--- config.mk ---
export PLATFORM = sky130hd
export DESIGN_NAME = carry_forced_alu
export DESIGN_NICKNAME = d
export VERILOG_FILES = /design/src/rtl/alu_pkg.sv /design/src/rtl/alu_ctl.sv /design/src/rtl/alu_bit_cell.sv /design/src/rtl/alu_result_pick.sv /design/src/rtl/carry_forced_alu.sv
export SDC_FILE = /design/constraint.sdc
export NUM_CORES = 1
export LEC_CHECK = 0
export ABC_AREA = 1
export BUFFER_PORTS_ARGS = -buffer_cell sky130_fd_sc_hd__buf_2
export CAP_MARGIN = 20
export CELL_PAD_IN_SITES_DETAIL_PLACEMENT = 1
export CELL_PAD_IN_SITES_GLOBAL_PLACEMENT = 1
export CORE_AREA = 8 8 45 47
export DETAILED_ROUTE_END_ITERATION = 6
export DIE_AREA = 0 0 53 55
export PLACE_DENSITY_LB_ADDON = 0.1
export SLEW_MARGIN = 25
export SYNTH_ARGS = -nofsm -noshare
export SYNTH_HDL_FRONTEND = slang
export SYNTH_SLANG_ARGS = --single-unit
--- constraint.sdc ---
create_clock -name vclk -period 3.53
set_input_delay 0 -clock vclk [all_inputs]
set_output_delay 0 -clock vclk [all_outputs]
set_load 0.005 [all_outputs]
--- src/rtl/alu_pkg.sv ---
package alu_pkg;

   localparam int OP_W = 3;

   typedef enum logic [OP_W-1:0] {
      OP_ADD  = 3'b000,
      OP_SUB  = 3'b001,
      OP_XOR  = 3'b010,
      OP_XNOR = 3'b011,
      OP_AND  = 3'b100,
      OP_OR   = 3'b101
   } op_e;

   // Cell implementation variants
   localparam int CELL_RULE = 0;  // mux form: select on half sum
   localparam int CELL_GATE = 1;  // gate form: xor/and-or equations

   typedef struct packed {
      logic valid;       // opcode recognised
      logic ripple;      // link cells through the carry chain
      logic invert_b;    // complement operand B
      logic seed_one;    // chain seed forced to 1 (else carry_in)
      logic force_val;   // constant carry fed to every cell when not rippling
      logic take_carry;  // result from cell carry output instead of sum
   } ctl_t;

endpackage

--- src/rtl/alu_ctl.sv ---
module alu_ctl
   import alu_pkg::*;
(
   input  logic [OP_W-1:0] op_sel,
   output ctl_t            ctl
);

   always_comb begin
      ctl = '0;
      unique case (op_sel)
         OP_ADD: begin
            ctl.valid  = 1'b1;
            ctl.ripple = 1'b1;
         end
         OP_SUB: begin
            ctl.valid    = 1'b1;
            ctl.ripple   = 1'b1;
            ctl.invert_b = 1'b1;
            ctl.seed_one = 1'b1;
         end
         OP_XOR: begin
            ctl.valid = 1'b1;
         end
         OP_XNOR: begin
            ctl.valid     = 1'b1;
            ctl.force_val = 1'b1;
         end
         OP_AND: begin
            ctl.valid      = 1'b1;
            ctl.take_carry = 1'b1;
         end
         OP_OR: begin
            ctl.valid      = 1'b1;
            ctl.force_val  = 1'b1;
            ctl.take_carry = 1'b1;
         end
         default: ctl = '0;
      endcase
   end

   // unknown codes must never be flagged valid
   always_comb begin
      if (op_sel[2] && op_sel[1]) begin
         a_r8_ctl_invalid: assert (!ctl.valid && !ctl.ripple);
      end
   end

   // Rippling and forcing are exclusive uses of the cell carry input
   always_comb begin
      if (ctl.ripple) begin
         a_r7_ripple_no_force: assert (!ctl.force_val && !ctl.take_carry);
      end
   end

endmodule

--- src/rtl/alu_bit_cell.sv ---
module alu_bit_cell
   import alu_pkg::*;
#(
   parameter int STYLE = CELL_GATE
) (
   input  logic a,
   input  logic b,
   input  logic cin,
   output logic sum,
   output logic cout
);

   logic half;

   assign half = a ^ b;

   generate
      if (STYLE == CELL_RULE) begin : g_rule
         assign sum  = half ? ~cin : cin;
         assign cout = half ? cin  : a;
      end else if (STYLE == CELL_GATE) begin : g_gate
         assign sum  = a ^ b ^ cin;
         assign cout = (a & b) | (half & cin);
      end else begin : g_bad
         $error("alu_bit_cell: STYLE %0d not supported", STYLE);
      end
   endgenerate

   // equal operand bits generate or kill; differing bits propagate
   always_comb begin
      if (a == b) begin
         a_r9_carry_shared: assert (cout == a);
      end else begin
         a_r9_carry_prop: assert (cout == cin);
      end
   end

   // sum follows or inverts the incoming carry under the half sum
   always_comb begin
      if (half) begin
         a_r10_sum_invert: assert (sum == !cin);
      end else begin
         a_r10_sum_follow: assert (sum == cin);
      end
   end

endmodule

--- src/rtl/alu_result_pick.sv ---
module alu_result_pick
   import alu_pkg::*;
#(
   parameter int WIDTH = 4
) (
   input  ctl_t             ctl,
   input  logic [WIDTH-1:0] sums,
   input  logic [WIDTH-1:0] carries,
   output logic [WIDTH-1:0] result,
   output logic             carry_out
);

   localparam int TOP = WIDTH - 1;

   always_comb begin
      if (!ctl.valid)          result = '0;
      else if (ctl.take_carry) result = carries;
      else                     result = sums;
   end

   assign carry_out = ctl.valid & ctl.ripple & carries[TOP];

   // an unrecognised opcode gives a zero result
   always_comb begin
      if (!ctl.valid) begin
         a_r8_zero_result: assert (result == '0 && !carry_out);
      end
   end

   // no carry is reported for the bitwise operations
   always_comb begin
      if (!ctl.ripple) begin
         a_r7_no_carry_out: assert (!carry_out);
      end
   end

endmodule

--- src/rtl/carry_forced_alu.sv ---
module carry_forced_alu
   import alu_pkg::*;
#(
   parameter int WIDTH      = 4,
   parameter int CELL_STYLE = CELL_GATE
) (
   input  logic [WIDTH-1:0] opd_a,
   input  logic [WIDTH-1:0] opd_b,
   input  logic             carry_in,
   input  logic [OP_W-1:0]  op_sel,
   output logic [WIDTH-1:0] result,
   output logic             carry_out
);

   localparam int TOP = WIDTH - 1;

   generate
      if (WIDTH < 1) begin : g_width_check
         $error("carry_forced_alu: WIDTH must be at least 1");
      end
   endgenerate

   ctl_t             ctl;
   logic             seed;
   logic [WIDTH-1:0] b_eff;
   logic [WIDTH-1:0] cell_cin;
   logic [WIDTH-1:0] cell_sum;
   logic [WIDTH-1:0] cell_cout;

   alu_ctl u_ctl (
      .op_sel (op_sel),
      .ctl    (ctl)
   );

   assign seed  = ctl.seed_one ? 1'b1 : carry_in;
   assign b_eff = ctl.invert_b ? ~opd_b : opd_b;

   generate
      for (genvar i = 0; i < WIDTH; i++) begin : g_cell
         if (i == 0) begin : g_low
            assign cell_cin[i] = ctl.ripple ? seed : ctl.force_val;
         end else begin : g_up
            assign cell_cin[i] = ctl.ripple ? cell_cout[i-1] : ctl.force_val;
         end

         alu_bit_cell #(
            .STYLE (CELL_STYLE)
         ) u_cell (
            .a    (opd_a[i]),
            .b    (b_eff[i]),
            .cin  (cell_cin[i]),
            .sum  (cell_sum[i]),
            .cout (cell_cout[i])
         );
      end
   endgenerate

   alu_result_pick #(
      .WIDTH (WIDTH)
   ) u_pick (
      .ctl       (ctl),
      .sums      (cell_sum),
      .carries   (cell_cout),
      .result    (result),
      .carry_out (carry_out)
   );

   // bitwise results from the forced-carry cells
   always_comb begin
      case (op_sel)
         OP_XOR:  a_r3_xor:  assert (result == (opd_a ^ opd_b));
         OP_XNOR: a_r4_xnor: assert (result == ~(opd_a ^ opd_b));
         OP_AND:  a_r5_and:  assert (result == (opd_a & opd_b));
         OP_OR:   a_r6_or:   assert (result == (opd_a | opd_b));
         default: ;
      endcase
   end

   // the top carry of a subtraction reports no-borrow
   always_comb begin
      if (op_sel == OP_SUB) begin
         a_r2_no_borrow: assert (carry_out == (opd_a >= opd_b));
      end
   end

   // the add result bits match the reference sum
   always_comb begin
      if (op_sel == OP_ADD) begin
         a_r1_add_sum: assert ({carry_out, result} ==
                               ({1'b0, opd_a} + {1'b0, opd_b} + {{WIDTH{1'b0}}, carry_in}));
      end
   end

   // bit TOP of the chain drives carry_out for arithmetic
   always_comb begin
      if (op_sel == OP_ADD || op_sel == OP_SUB) begin
         a_r1_top_carry: assert (carry_out == cell_cout[TOP]);
      end
   end

endmodule

==> results.txt <==
* Outcome: complete, no violations
* Post-synthesis instance total: between 40 and 50
- In the global route stage, overall resource usage came out at between 5 and 6%.
- Averaged over all synthesized cells, the footprint is 6.05 µm².
* Routability congestion estimate: roughly 0.65
- Sorting the synthesized cells by how often they occur yields sky130_fd_sc_hd__nand2_1 (17), sky130_fd_sc_hd__nor2_1 (9), sky130_fd_sc_hd__fa_1 (4), sky130_fd_sc_hd__nand3_1 (4), sky130_fd_sc_hd__nand3b_1 (4).
- Number of post-CTS setup repair buffers: 0
- Number of gates given a new drive strength after cts: 0
- Final setup violating endpoints: 0
* # DRC: 0
- The worst hold path belongs to the class input pin to primary output.
- Standard cell core area: around 1400 µm²
- Setup repair after global routing left no endpoint under its margin.
* Initial Util: between 20% and 30%
* Final layout net count: 82
* Data arrival at the endpoint of the critical path: between 2 and 3 ns
- Worst hold margin: 0.423 ns
* Leading post-synthesis cells by cell area: sky130_fd_sc_hd__fa_1 (28%), sky130_fd_sc_hd__nand2_1 (22%), sky130_fd_sc_hd__nor2_1 (12%), sky130_fd_sc_hd__nand3b_1 (10%), sky130_fd_sc_hd__nand3_1 (6.9%)
- Dividing total power by cell area gives a power density of roughly 140 nW/µm².
- Width of the die: 53 µm
- Along the worst path, the maximum fanout reaches 8.
* Crit path time final: 2.95 ns
- Number of antenna repair diodes: 0
- Number of antenna violations at the first check in global routing: 0
* Max VDD drop: ~0.036 mV
- Layout Cells excl Fill: 80
- Once detail routing completed, the nets flagged for antenna violations numbered 0.
- Wire length after detailed routing: 832 µm
* Normalized max-slew margin: between 80% and 90%
* Total placed cells including tap cells: 80
* Cell with the most instances after synthesis: sky130_fd_sc_hd__nand2_1
* Startpoint Class: input pin
- The post-route netlist has a little over a third of its cells at a drive strength greater than 1.
- Number of clock buffers in the layout: 0
* Max-Cap Viols: 0
- Post-synthesis to final-layout area growth: 32.3%
* Slowest cell on crit path: sky130_fd_sc_hd__fa_1
* Number of port buffers: 17
* Type of the worst setup path: input pin to primary output
* Count of sequential standard cells: 0
- Detailed placement finished with a half-perimeter wire length of 771 µm.
* Count of final hold-check violations: 0
- Syn Nets: 64
- Yosys synthesis warning count: 0
- Hold Startpoint: op_sel[2]
- In this run the count of I/O pins placed on the die edge is 17.
- Along the worst hold path, the cell count comes to 4.
- Timing-limited maximum frequency: roughly 340 MHz
- Detailed routing inserted a total of about 340 vias.
- For this run, the register share of the synthesized area comes to 0%.
- Die Footprint: roughly 2900 µm²
- Detailed-routing iteration count for the pre-antenna-repair pass: 4
- Die height: 55 µm
- The total count of max-transition violations in the final report is 0.
- For this run, the slowest stage of the critical path takes roughly 0.47 ns.
- Once layout is done, the placed cells without fillers occupy 384 µm².
- Final total negative setup slack: 0 ns
- Largest net degree at the start of global routing: 9
* Most prevalent standard cell on the critical path: sky130_fd_sc_hd__nor2_1
- After floorplanning, the core was divided into 14 placement rows.
- Wire length per cell: between 10 and 15 µm
- The first global-routing pass estimated 1.35 mm of wire.
- Area share of the largest cell type after synthesis: between 20 and 30%
- In the routed layout, each cell is associated on average with a via count of 4.26.
- At the worst endpoint, the required time is between 3 and 4 ns.
* Worst-path cell chain: buf_2 -> nor2_4 -> nand2_2 -> nand2_1 -> nand2_1 -> fa_1 -> nor2_1 -> nor2_1 -> fa_1 -> nor2_1 -> nor2_1 -> fa_1 -> nor2_1 -> nor2_1 -> fa_1 -> nand2_1 -> nand2_1 -> buf_2
* Number of distinct library cells after synthesis: 11
- Of the available clock period, the critical path in the final layout requires a little over four fifths.
* Via count of the first global-routing pass: approximately 330
- Registers take 0 µm².
- For the pin with the worst max-slew slack, the measured transition is ~0.19 ns.
- After global routing the overflow that remains totals 0.
- Overall Power: roughly 0.054 mW
- In this run the cell area measured after placement is 384 µm².
- The path with the worst hold slack has its endpoint at result[1].
- Buffers inserted to repair hold after CTS numbered 0.
- Combined area of all synthesized cells: 290 µm²
- The analysis attributes to cell leakage a power of about 0.23 nW.
- The worst setup path is captured at a primary output.
- DRC violation total after the first TritonRoute iteration: 2
- Most area-hungry cell type in the Yosys netlist: sky130_fd_sc_hd__fa_1
==> final cells by class <==
cell class / count / area, µm²
Fill cell: 194 / 1000
Multi-Input combinational cell: 42 / 260
Timing Repair Buffer: 17 / 85.1
Tap cell: 16 / 20.0
Inverter: 5 / 18.8
==> where the power goes <==
group	total, mW	switching, mW	internal (mW)
Sequential	0	0	0
Combinational	0.0540	0.0298	0.0242
Clock	0	0	0
==> how the worst max path moves through the flow <==
stage,slack (ns),startpoint,depth (start not counted),to
floorplan,0.89,op_sel[2],17,result[3]
detailed placement,0.56,op_sel[2],18,result[3]
global route,0.32,op_sel[2],18,result[3]
CTS,0.55,op_sel[2],18,result[3]
global placement,0.56,op_sel[2],18,result[3]
finish,0.58,op_sel[2],18,result[3]
==> logic make-up after synthesis <==
family                     synth area share (%)
AOI/OAI and AO/OA                          3.02
adders and majority gates                  27.6
buffers and inverters                      10.3
and+or+nand+nor                            59.1
==> cells in the final DEF (no fill, tap or decap), drive strengths merged <==
cell	instances
fa	4
nand3b	4
nor2	10
nand3	4
nand2	19
o21ai	1
inv	5
buf	17
==> worst max-delay path, delay by kind of cell <==
family / cells / cell delay (ns)
AND/OR/NAND/NOR: 12 / 1.04
buffers and inverters: 2 / 0.26
adder cells (fa/ha/maj): 4 / 1.62
==> per-stage QoR <==
stage	setup WS, ns	utilization [%]
floorplan	0.893	-
global placement	0.558	27.8
detailed placement	0.556	27.8
CTS	0.553	27.8
global route	0.316	27.8
finish	0.581	27.8
==> per-layer routing <==
metal,GRT usage (%),routed length (µm)
met1,7.29,375
met2,10.2,410
met3,0.267,46
met4,0,0
met5,0,0
(Power assumes the default switching activity.)
